<file path="config.mk">
export PLATFORM = sky130hd
export DESIGN_NAME = warmup_timer
export DESIGN_NICKNAME = d
export VERILOG_FILES = /design/src/rtl/wu_pkg.sv /design/src/rtl/wu_cfg_hold.sv /design/src/rtl/wu_tick_sel.sv /design/src/rtl/wu_counter.sv /design/src/rtl/warmup_timer.sv
export SDC_FILE = /design/constraint.sdc
export NUM_CORES = 1
export LEC_CHECK = 0
export BUFFER_PORTS_ARGS = -buffer_cell sky130_fd_sc_hd__buf_2
export CAP_MARGIN = 20
export CORE_MARGIN = 3
export CORE_UTILIZATION = 40
export DETAILED_ROUTE_END_ITERATION = 7
export GPL_ROUTABILITY_DRIVEN = 0
export MAX_ROUTING_LAYER = met4
export SETUP_SLACK_MARGIN = 0.4
export SYNTH_ARGS = -nofsm -noshare
export SYNTH_HDL_FRONTEND = slang
export SYNTH_HIERARCHICAL = 1
export SYNTH_SLANG_ARGS = --single-unit
</file>
<file path="constraint.sdc">
create_clock -name clk -period 3.99 [get_ports clk]
set_input_delay 0.1995 -clock clk [delete_from_list [all_inputs] [get_ports clk]]
set_output_delay 0.1995 -clock clk [all_outputs]
set_load 0.005 [all_outputs]
</file>
<file path="src/rtl/wu_pkg.sv">
package wu_pkg;

    typedef struct packed {
        logic       sel;
        logic [2:0] code;
    } wu_cfg_t;

    typedef enum logic [0:0] {
        WU_IDLE = 1'b0,
        WU_RUN  = 1'b1
    } wu_state_e;

    // Exponent of the tick count for a configuration (code 0 unused).
    function automatic logic [4:0] wu_exp(wu_cfg_t c);
        logic [4:0] e;
        if (!c.sel)
            e = 5'd9 + {2'b00, c.code};
        else if (!c.code[2])
            e = 5'd5 + {2'b00, c.code};
        else
            e = 5'd11 + {2'b00, c.code};
        return e;
    endfunction

    function automatic logic wu_is_zero(wu_cfg_t c);
        return c.code == 3'd0;
    endfunction

endpackage

</file>
<file path="src/rtl/wu_cfg_hold.sv">
module wu_cfg_hold
    import wu_pkg::*;
(
    input  logic    clk,
    input  logic    rst,
    input  logic    load,
    input  logic    busy,
    input  wu_cfg_t cfg_in,
    output wu_cfg_t cfg_q
);
    always_ff @(posedge clk) begin
        if (rst)
            cfg_q <= '0;
        else if (load)
            cfg_q <= cfg_in;
    end

    // captured configuration does not move during a running wait
    p_cfg_frozen_r7: assert property (@(posedge clk) disable iff (rst)
        (busy && $past(busy)) |-> $stable(cfg_q));
endmodule

</file>
<file path="src/rtl/wu_tick_sel.sv">
module wu_tick_sel
    import wu_pkg::*;
(
    input  wu_cfg_t cfg,
    input  logic    hs_tick,
    input  logic    ls_tick,
    output logic    tick
);
    always_comb tick = cfg.sel ? ls_tick : hs_tick;
endmodule

</file>
<file path="src/rtl/wu_counter.sv">
module wu_counter
    import wu_pkg::*;
#(
    parameter int CNT_W = 18
) (
    input  logic    clk,
    input  logic    rst,
    input  logic    clr,
    input  logic    en,
    input  wu_cfg_t cfg,
    output logic    hit
);
    localparam logic [CNT_W-1:0] ONE = CNT_W'(1);

    logic [CNT_W-1:0] cnt;
    logic [CNT_W-1:0] term;

    always_comb begin
        term = (ONE << wu_exp(cfg)) - ONE;
        hit  = en && (cnt == term);
    end

    always_ff @(posedge clk) begin
        if (rst || clr)
            cnt <= '0;
        else if (en && !hit)
            cnt <= cnt + ONE;
    end

    // without an enabled tick the count holds
    p_cnt_hold_r10: assert property (@(posedge clk) disable iff (rst)
        (!en && !clr) |=> $stable(cnt));
endmodule

</file>
<file path="src/rtl/warmup_timer.sv">
module warmup_timer
    import wu_pkg::*;
#(
    parameter int CNT_W = 18
) (
    input  logic       clk,
    input  logic       rst,
    input  logic       src_sel,
    input  logic [2:0] len_code,
    input  logic       start_wr,
    input  logic       wake_evt,
    input  logic       hs_tick,
    input  logic       ls_tick,
    output logic       busy,
    output logic       done,
    output logic       release_pulse
);
    wu_state_e state;
    wu_cfg_t   cfg_in, cfg_q;
    logic      start_req, go, go_zero, tick, hit;

    always_comb begin
        cfg_in    = '{sel: src_sel, code: len_code};
        start_req = start_wr || wake_evt;
        go        = start_req && (state == WU_IDLE);
        go_zero   = go && wu_is_zero(cfg_in);
    end

    wu_cfg_hold u_cfg (
        .clk(clk), .rst(rst), .load(go), .busy(busy),
        .cfg_in(cfg_in), .cfg_q(cfg_q)
    );

    wu_tick_sel u_sel (
        .cfg(cfg_q), .hs_tick(hs_tick), .ls_tick(ls_tick), .tick(tick)
    );

    wu_counter #(.CNT_W(CNT_W)) u_cnt (
        .clk(clk), .rst(rst), .clr(go),
        .en((state == WU_RUN) && tick), .cfg(cfg_q), .hit(hit)
    );

    always_ff @(posedge clk) begin
        if (rst) begin
            state         <= WU_IDLE;
            done          <= 1'b0;
            release_pulse <= 1'b0;
        end else begin
            release_pulse <= go_zero || hit;
            if (go) begin
                state <= go_zero ? WU_IDLE : WU_RUN;
                done  <= go_zero;
            end else if (hit) begin
                state <= WU_IDLE;
                done  <= 1'b1;
            end
        end
    end

    always_comb busy = (state == WU_RUN);

    // release lasts one cycle and coincides with completion status
    p_release_single_r8: assert property (@(posedge clk) disable iff (rst)
        release_pulse |=> !release_pulse);
    p_release_status_r8: assert property (@(posedge clk) disable iff (rst)
        release_pulse |-> (done && !busy));
    // status flags exclusive, done held until a start
    p_flags_excl_r9: assert property (@(posedge clk) disable iff (rst)
        busy |-> !done);
    p_done_sticky_r9: assert property (@(posedge clk) disable iff (rst)
        (done && !start_req) |=> done);
    // zero code releases immediately without busy
    p_zero_code_r4: assert property (@(posedge clk) disable iff (rst)
        (start_req && !busy && len_code == 3'd0) |=> (!busy && release_pulse));
    // start while busy does not clear the run
    p_busy_start_r6: assert property (@(posedge clk) disable iff (rst)
        (busy && start_req && !hit) |=> busy);
endmodule

</file>
### After elaboration in Yosys (flattened, before gate mapping)

Index checks and enable logic that the tools add are counted.

* bits in registers: 25
* input bits: 10
* output and inout bits: 3
* logic and storage cells: 33

* $add $sub $neg: 5
* equal/unequal tests: 1
* shift-type cells: 1
* mux-type cells: 8
* bitwise operators: 1
* reductions and logical operators: 11

Operators with widths (number)
* 18-bit by 1-bit adder with 18-bit output (second input constant): 1
* 18-bit == test: 1
* 1-bit by 5-bit left shift with 18-bit output (first input constant): 1
* 18-bit by 1-bit subtractor with 18-bit output (second input constant): 1
* 4-bit by 3-bit adder with 5-bit output (first input constant): 2
* 5-bit 2-to-1 mux: 2
* 1-bit 2-to-1 mux: 6
* 1-bit logical AND: 5
* 3-bit by 3-bit adder with 4-bit output (first input constant): 1
* 3-bit logical NOT: 1
* 1-bit logical OR: 3
* 2-bit nonzero test: 1
* 1-bit logical NOT: 1
* 1-bit NOT: 1

### Logic depth before layout (Yosys ltp)

Gate-level depths: netlist (run 1).

* word-level depth: 9
* depth in mapped cells: 20
* gate-level depth less buffers: 16

### Modules after synthesis

Netlist (run 1), hierarchy kept.

Modules (own cells, without submodules)
* wu_counter: times used 1, cells each 290, area an instance 2294.7 sq um, seq. area each 360.3 sq um
* wu_cfg_hold: times used 1, cells each 13, area an instance 140.1 sq um, seq. area each 80.1 sq um
* warmup_timer: times used 1, cells each 13, area an instance 122.6 sq um, seq. area each 60.1 sq um
* wu_tick_sel: times used 1, cells each 1, area an instance 15.0 sq um, seq. area each 0.0 sq um

### Worst setup path after synthesis (run 1)

OpenSTA, ideal clock, no wires.

* kind: register to register
* start: reg, netlist name u_cfg/cfg_q[0]
* end: reg u_cnt.cnt[10]
* setup time: 0.121 ns
* data arrival time: 3.893 ns
* required time: 3.869 ns
* slack: -0.024 ns
* cell stages (with the launch flop): 20
* buffers on the path: 3
* clock period less this slack: 4.014 ns
* path through: dfxtp_1 > buf_2 > inv_2 > buf_2 > ha_1 > buf_2 > nor4bb_2 > nor3_1 > a211oi_2 > inv_1 > ha_1 > xor2_1 > or4_1 > nand4_1 > a2111oi_1 > o2111a_1 > and4_4 > a21oi_4 > nand4_2 > mux2_4

* cells in the longest elaborated chain, start to end: 9
* elaborated cells between the ends (all ways): 11
* classes of those cells: 4 x add/sub; 1 x eq/ne; 1 x shift; 2 x mux; 3 x reduce/logical

RTL lines
* 4-bit by 3-bit adder with 5-bit output or 3-bit by 3-bit adder with 4-bit output (tied branches): RTL line wu_pkg.sv:21, wu_pkg.sv:19
* 5-bit 2-to-1 mux: RTL line wu_pkg.sv:18 `else if (!c.code[2])`
* 5-bit 2-to-1 mux *: RTL line wu_pkg.sv:16 `if (!c.sel)`
* 1-bit by 5-bit left shift with 18-bit output *: RTL line wu_counter.sv:19 `term = (ONE << wu_exp(cfg)) - ONE;`
* 18-bit by 1-bit subtractor with 18-bit output *: RTL line wu_counter.sv:19
* 18-bit == test *: RTL line wu_counter.sv:20 `hit = en && (cnt == term);`
* 1-bit logical AND *: RTL line wu_counter.sv:20
* 1-bit logical NOT *: RTL line wu_counter.sv:26 `else if (en && !hit)`
* 1-bit logical AND *: RTL line wu_counter.sv:26
* to (signal assigned): RTL line wu_counter.sv:27 `cnt <= cnt + ONE;`
* to (decl): RTL line wu_counter.sv:15 `logic [CNT_W-1:0] cnt;`

Every way passes the cells marked *; elsewhere a longest branch is shown, timed or not.
A chain may end at the register's enable or synchronous reset.

### Worst setup path in the final report (run 1)

* start: reg, netlist name u_cfg/cfg_q[1]
* end: reg u_cnt.cnt[6]

* cells in the longest elaborated chain, start to end: 9
* elaborated cells between the ends (all ways): 11
* classes of those cells: 4 x add/sub; 1 x eq/ne; 1 x shift; 2 x mux; 3 x reduce/logical

RTL lines (RTL line)
* 4-bit by 3-bit adder with 5-bit output or 3-bit by 3-bit adder with 4-bit output (tied branches): wu_pkg.sv:21, wu_pkg.sv:19
* 5-bit 2-to-1 mux: wu_pkg.sv:18
* 5-bit 2-to-1 mux *: wu_pkg.sv:16
* 1-bit by 5-bit left shift with 18-bit output *: wu_counter.sv:19
* 18-bit by 1-bit subtractor with 18-bit output *: wu_counter.sv:19
* 18-bit == test *: wu_counter.sv:20
* 1-bit logical AND *: wu_counter.sv:20
* 1-bit logical NOT *: wu_counter.sv:26
* 1-bit logical AND *: wu_counter.sv:26

Marks and branches as above.

==> results of run 1 <==
-- worst max-delay path by stage --
stage                        start            end  slack (ns)  cells past startpoint
global placement    u_cfg/cfg_q[1]   u_cnt/cnt[9]        0.19                     17
finish              u_cfg/cfg_q[1]   u_cnt/cnt[6]        0.27                     17
floorplan           u_cfg/cfg_q[1]  u_cnt/cnt[10]        0.38                     16
global route        u_cfg/cfg_q[1]   u_cnt/cnt[6]        0.11                     20
CTS                 u_cfg/cfg_q[1]   u_cnt/cnt[6]        0.24                     17
detailed placement  u_cfg/cfg_q[1]   u_cnt/cnt[9]        0.11                     17
-- flip-flops by register name, summed over array words and instances, names as in the netlist --
name and flops:
release_pulse 1, done 1, busy 1, u_cfg/cfg_q 4
u_cnt/cnt 18
-- timing repair --
action | 4_1_cts | 5_1_grt
endpoints found under the setup margin | 21 | 21
resized for setup | 11 | 7
buffers inserted | 14 | 2
pin swaps | 15 | 12
-- power groups by stage --
stage | registers [uW] | logic [uW] | clock network (uW)
global placement | 268 | 281 | 0
detailed placement | 268 | 281 | 0
global route | 265 | 337 | 171
finish | 264 | 310 | 159
floorplan | 268 | 226 | 0
CTS | 264 | 299 | 164
-- synthesized netlist by cell type, drive strengths merged, types with 9 or more instances --
| library cell | instances |
|---|---|
| buf | 12 |
| a21oi | 11 |
| nor2 | 26 |
| xnor2 | 11 |
| nand3 | 9 |
| inv | 9 |
| dfxtp | 25 |
| a31oi | 10 |
| o21ai | 15 |
| a211oi | 10 |
| nand2 | 22 |
-- logic make-up after synthesis --
family	share of synthesized area
buf+inv	0.0589
simple gates	0.307
flops	0.195
compound gates	0.308
fa+ha+maj	0.0243
xor+xnor	0.0647
mux	0.0428
-- per-stage QoR --
stage	utilization	cells	area, um2	hold slack (ns)	worst slack, ns
after global routing	0.494	414	3000	0.203	0.109
after floorplan	-	317	2640	0.264	0.381
after global placement	0.448	394	2720	0.440	0.193
after detailed placement	0.448	394	2720	0.452	0.112
final	0.494	414	3000	0.170	0.269
after CTS	0.487	412	2950	0.162	0.235
-- cell type report --
| class | instances | area share |
|---|---|---|
| multi-input cells | 265 | 0.685 |
| clock buffers | 3 | 0.0138 |
| well taps | 75 | 0.0313 |
| flip-flops and latches | 25 | 0.168 |
| clock inverters | 1 | 0.00251 |
| repair buffers | 36 | 0.0881 |
| inverters | 9 | 0.0113 |
-- layer usage --
layer / up-vias / wire, um
met2: 94 / 3420
met5: - / 0
li1: 1262 / -
met4: 0 / 178
met3: 20 / 388
met1: 1267 / 3380
-- tightest hold or removal path, delay by kind of cell --
family	cells	cell delay (ns)
AND/OR/NAND/NOR	1	0.08
multiplexers	1	0.06
buffers and inverters	1	0.07
==> impl_metrics.csv, run 1 <==
group,metric,value,unit
global_routing,largest_net_degree_at_the_start_of_global_routing,28,
clock_tree,htree_num_levels,1,
clock_tree,cts_root_buffer,"sky130_fd_sc_hd__clkbuf_8",
yosys,synthFlopType,"sky130_fd_sc_hd__dfxtp_1",
floorplan,chipHeight,86.2,um
clock_tree,worst_setup_hold_path_clk_slew,0.09,ns
clock_tree,cts_tree,"built",
final_layout,final_layout_size_suffix_gt1_frac,0.265,
power,worst_ir_drop_vdd,154,uV
power,power_switching,282,uW
clock_tree,clock_latency,0.28,ns
setup_path,crit_arrival,3.90,ns
global_routing,number_of_antenna_violations_at_the_first_check_in_global_routing,0,
sta,worst_margin_pin_slew,0.721,ns
yosys,post_synth_instance_area,2570,um2
final_layout,commonest_non_fill_non_tap_cell_in_the_layout,"sky130_fd_sc_hd__nor2_1",
routing,initialDrtViolationCount,275,
placement,placement.io_buffers,12,
floorplan,area_enclosed_by_the_die_boundary,7430,um2
yosys,post_synth.cell_area_avg,8.12,um2
clock_tree,cts_hold_repair.buffers,0,
global_routing,grtUsageMet3,0.0285,
setup_path,critical_path.startpoint_type,"flop",
final_layout,layout_common_cells,"sky130_fd_sc_hd__nor2_1 (26), sky130_fd_sc_hd__dfxtp_1 (22), sky130_fd_sc_hd__nand2_1 (22), sky130_fd_sc_hd__buf_4 (20), sky130_fd_sc_hd__buf_2 (12)",
routing,routed-via-count,2643,
final_layout,nFillCells,583,
final_layout,multi_input_comb_area,2050,um2
setup_path,type_of_the_setup_path_with_the_least_slack,"flop to flop",
run_status,run_status,"finished clean",
final_layout,final-seq-area,504,um2
routing,drt.antenna.violating_nets,0,
yosys,postSynthRegisterBits,25,
clock_tree,cts.path.max_buffers,2,
power,pwr-share-comb,0.423,
setup_path,timing.rr.start,"u_cfg/cfg_q[1]",
final_layout,antennaDiodeCount,0,
global_routing,met2_usage,0.329,
yosys,ys_warn_count,6,
floorplan,placementRows,28,
floorplan,ioPinCount,13,
power,clock_power_share,0.217,
power,cell_internal_pwr,452,uW
sta,setup_viol,0,
global_routing,grt.met1_usage,0.289,
power,power.leakage,0.00114,uW
setup_path,timing.critical_path.slowest_stage_cell,"sky130_fd_sc_hd__or4_1",
sta,period_share,0.933,
job,timing.max_cap.violations,0,
power,seqPwrFrac,0.360,
hold_path,worstHoldPathCells,3,
setup_path,crit-reg2reg-capture,"u_cnt/cnt[6]",
hold_path,hold_path.startpoint,"src_sel",
setup_path,worst_r2r_path_depth,17,
sta,report.final.hold_viol_count,0,
yosys,synth_edf_count,0,
global_routing,grt_usage,0.214,
power,power_density,245,nW/um2
sta,setup_tns,0,ns
routing,drt-wirelength-per-cell,17.8,um
placement,post-dp-hpwl,5.33,mm
yosys,post-synth-top-area-cell,"sky130_fd_sc_hd__dfxtp_1",
yosys,synth_async_sr_flop_share,0,
power,report.power.total,733,uW
setup_path,critical_path_cell_by_cell,"ha_4 > ha_4 > or3b_1 > a211o_1 > a211oi_2 > inv_1 > ha_4 > xor2_1 > or4_1 > nand4_1 > a2111oi_2 > o2111a_1 > and4_4 > a21oi_4 > buf_12 > a31oi_1 > a41o_1",
yosys,post-synth-top-area-fraction,0.195,
routing,via_per_inst,6.38,
global_routing,first_global_vias,2550,
power,switching_share_of_power,0.384,
sta,unrepaired_setup_endpoints_after_global_routing,"true",
yosys,post_synth_main_area_contributors,"sky130_fd_sc_hd__dfxtp_1 (19%), sky130_fd_sc_hd__nor2_1 (3.8%), sky130_fd_sc_hd__xnor2_1 (3.7%)",
yosys,synthesis.instances,317,
routing,drc_errors,0,
setup_path,worst_path_dominant_cell_family,"compound AO/OA/AOI/OAI gates",
yosys,postSynthNetCount,332,
floorplan,core_area,6060,um2
setup_path,path_buf_inv,2,
hold_path,min-delay-path-class,"input pin to flop",
yosys,post_synth_num_cell_types,80,
global_routing,grt_pass1_wl,12.6,mm
sta,timing.max_slew.rel_slack,0.518,
setup_path,reg2reg_slack,0.27,ns
setup_path,timing.critical_path.fanout_max,7,
sta,finalClockSkew,0.00775,ns
floorplan,start_util,0.424,
final_layout,finish.net_count,355,
floorplan,die_width,86.2,um
sta,maxClockFrequency,269,MHz
final_layout,area_growth,16.4,%
global_routing,grt-busiest-layer,"met2",
global_routing,global_route.overflow_total,0,
setup_path,end_kind,"flop",
hold_path,min_to,"u_cfg/cfg_q[3]",
sta,final_max_slew_viols,0,
setup_path,crit_top_cell,"sky130_fd_sc_hd__ha_4",
setup_path,critical_path_required,4.16,ns
routing,wirelength,7.37,mm
clock_tree,numClockSinks,25,
yosys,seq_area_frac_synth,0.195,
sta,layout_min_cycle_time,3.72,ns
clock_tree,cts_inserted_buffers,3,
setup_path,critPathMaxStageDelay,0.41,ns
routing,number_of_detailed_route_iterations_in_the_first_pass,5,
Power figures use the tool's default switching activity.
==> inputs of run 2 (changes only) <==
Settings changed: CELL_PAD_IN_SITES_DETAIL_PLACEMENT set to 0, CELL_PAD_IN_SITES_GLOBAL_PLACEMENT set to 1, PLACE_DENSITY_LB_ADDON set to 0.1.
==> run 2 against run 1 <==
  * Largest power group unchanged
  * Sequential power about the same
  * Non-clock buffer count up 7
  * Critical path type unchanged
  * Global-route usage shrank 0.55 points
==> impl_metrics.csv, run 2 (synthesis gave the netlist of run 1 again) <==
group,metric,value,unit
run_status,run_status,"finished clean",
sta,report.final.hold_viol_count,0,
final_layout,top_reg_by_flops,"u_cnt/cnt",
sta,finalClockSkew,0.0125,ns
clock_tree,numClockSinks,25,
sta,worst_margin_pin_slew,0.703,ns
power,clock_power_share,0.209,
clock_tree,worst_setup_hold_path_clk_slew,0.10,ns
sta,maxClockFrequency,271,MHz
floorplan,area_enclosed_by_the_die_boundary,7430,um2
final_layout,antennaDiodeCount,0,
power,worst_ir_drop_vdd,140,uV
routing,drt.antenna.violating_nets,0,
routing,wirelength,7.45,mm
setup_path,critical_path_required,4.17,ns
clock_tree,cts_root_buffer,"sky130_fd_sc_hd__clkbuf_8",
job,timing.max_cap.violations,0,
clock_tree,cts_tree,"built",
sta,setup_viol,0,
final_layout,number_of_flip_flops_under_the_largest_register_name,18,
sta,period_share,0.924,
clock_tree,cts_inserted_buffers,3,
floorplan,core_area,6060,um2
sta,final_max_slew_viols,0,
sta,setup_tns,0,ns
floorplan,die_width,86.2,um
routing,met2_length,3.39,mm
sta,layout_min_cycle_time,3.69,ns
clock_tree,cts_hold_repair.buffers,0,
floorplan,start_util,0.424,
routing,number_of_detailed_route_iterations_in_the_first_pass,4,
sta,timing.max_slew.rel_slack,0.530,
clock_tree,cts.path.max_buffers,2,
global_routing,grt_usage,0.209,
routing,drc_errors,0,
setup_path,timing.critical_path.fanout_max,4,
global_routing,number_of_antenna_violations_at_the_first_check_in_global_routing,0,
placement,place_area,2740,um2
hold_path,worstHoldPathCells,3,
global_routing,grt_pass1_wl,12.4,mm
final_layout,final_layout_size_suffix_gt1_frac,0.289,
final_layout,area_growth,19.5,%
placement,post-dp-hpwl,5.32,mm
power,power_switching,285,uW
routing,detail_route.wirelength.met1,3.65,mm
routing,initialDrtViolationCount,140,
setup_path,timing.rr.start,"u_cfg/cfg_q[1]",
setup_path,worst_r2r_path_depth,16,
floorplan,ioPinCount,13,
final_layout,layout_common_cells,"sky130_fd_sc_hd__nor2_1 (26), sky130_fd_sc_hd__buf_4 (26), sky130_fd_sc_hd__dfxtp_1 (23), sky130_fd_sc_hd__nand2_1 (22), sky130_fd_sc_hd__buf_2 (12)",
final_layout,largest_registers,"u_cnt/cnt x18, u_cfg/cfg_q x4",
routing,dr_wl_met3,278,um
hold_path,min-delay-path-class,"input pin to flop",
setup_path,critical_path.startpoint_type,"flop",
floorplan,chipHeight,86.2,um
final_layout,fin_area,3070,um2
final_layout,finish.net_count,362,
clock_tree,htree_num_levels,1,
setup_path,crit-reg2reg-capture,"u_cnt/cnt[10]",
setup_path,crit_arrival,3.86,ns
setup_path,reg2reg_slack,0.30,ns
hold_path,hold_path.startpoint,"src_sel",
global_routing,first_global_vias,2515,
power,power_density,244,nW/um2
power,cell_internal_pwr,466,uW
routing,top_signal_layer_used,"met4",
global_routing,largest_net_degree_at_the_start_of_global_routing,21,
power,seqPwrFrac,0.351,
routing,routed-via-count,2634,
power,power.leakage,0.00116,uW
power,pwr-share-comb,0.440,
hold_path,min_to,"u_cfg/cfg_q[3]",
floorplan,placementRows,28,
routing,drt-wirelength-per-cell,17.7,um
placement,placement.io_buffers,12,
setup_path,end_kind,"flop",
setup_path,type_of_the_setup_path_with_the_least_slack,"flop to flop",
power,switching_share_of_power,0.380,
global_routing,global_route.overflow_total,0,
clock_tree,clock_latency,0.28,ns
routing,via_per_inst,6.26,
sta,unrepaired_setup_endpoints_after_global_routing,"true",
[run 2: cell count changes in the layout (fill, tap and decap cells not counted), sizes merged]
cell	before	now
buf	36	42
clkbuf	3	4
[run 2: power by group through the flow]
| stage | clock (uW) | sequential [uW] | combinational (uW) |
|---|---|---|---|
| global placement | 0 | 269 | 287 |
| detailed placement | 0 | 270 | 282 |
| floorplan | 0 | 268 | 226 |
| finish | 157 | 264 | 330 |
| CTS | 163 | 264 | 301 |
| global route | 174 | 265 | 359 |
[run 2: layer usage]
layer / GRT usage / vias to the layer above
li1: - / 1281
met1: 0.291 / 1259
met2: 0.322 / 82
met3: 0.0181 / 12
met4: 0.0637 / 0
met5: - / -
[run 2: worst max-delay path by stage]
stage,start,end,slack [ns],cells past startpoint
floorplan,u_cfg/cfg_q[1],u_cnt/cnt[10],0.38,16
global placement,u_cfg/cfg_q[1],u_cnt/cnt[13],0.17,17
detailed placement,u_cfg/cfg_q[1],u_cnt/cnt[13],0.08,17
CTS,u_cfg/cfg_q[1],u_cnt/cnt[10],0.20,16
global route,u_cfg/cfg_q[1],u_cnt/cnt[13],0.16,19
finish,u_cfg/cfg_q[1],u_cnt/cnt[10],0.30,16
[run 2: final cells by class]
| class | count | area, um2 |
|---|---|---|
| Timing Repair Buffer | 43 | 318 |
| Fill cell | 585 | 2990 |
| Sequential cell | 25 | 505 |
| Clock buffer | 3 | 41.3 |
| Tap cell | 75 | 93.8 |
| Clock inverter | 1 | 7.51 |
| Multi-Input combinational cell | 265 | 2070 |
| Inverter | 9 | 38.8 |
[run 2: per-stage QoR]
stage,util,hold slack [ns],worst slack (ns),total power (uW),std cells
finish,0.507,0.171,0.304,751,421
global route,0.507,0.185,0.164,799,421
CTS,0.487,0.168,0.198,728,413
detailed placement,0.452,0.452,0.0846,551,397
global placement,0.452,0.440,0.168,556,397
floorplan,-,0.264,0.381,493,317
[run 2: worst max-delay path, cell delays in order (launching register included)]
cell and delay (ns):
sky130_fd_sc_hd__dfxtp_4 0.37, sky130_fd_sc_hd__ha_4 0.16, sky130_fd_sc_hd__ha_4 0.15, sky130_fd_sc_hd__or3b_1 0.34, sky130_fd_sc_hd__a211o_1 0.31, sky130_fd_sc_hd__a211oi_2 0.26, sky130_fd_sc_hd__inv_1 0.10, sky130_fd_sc_hd__ha_4 0.18
sky130_fd_sc_hd__xor2_2 0.14, sky130_fd_sc_hd__or4_1 0.39, sky130_fd_sc_hd__nand4_1 0.12, sky130_fd_sc_hd__a2111oi_2 0.05, sky130_fd_sc_hd__o2111a_1 0.17, sky130_fd_sc_hd__and4_4 0.19, sky130_fd_sc_hd__a21oi_4 0.21, sky130_fd_sc_hd__nand4_2 0.13
sky130_fd_sc_hd__mux2_4 0.32
[run 2: timing repair]
item,in CTS,in global routing
hold endpoints to repair,0,0
setup endpoints to repair,21,21
resized for setup,12,13
pin swaps,16,14
setup buffers,12,8
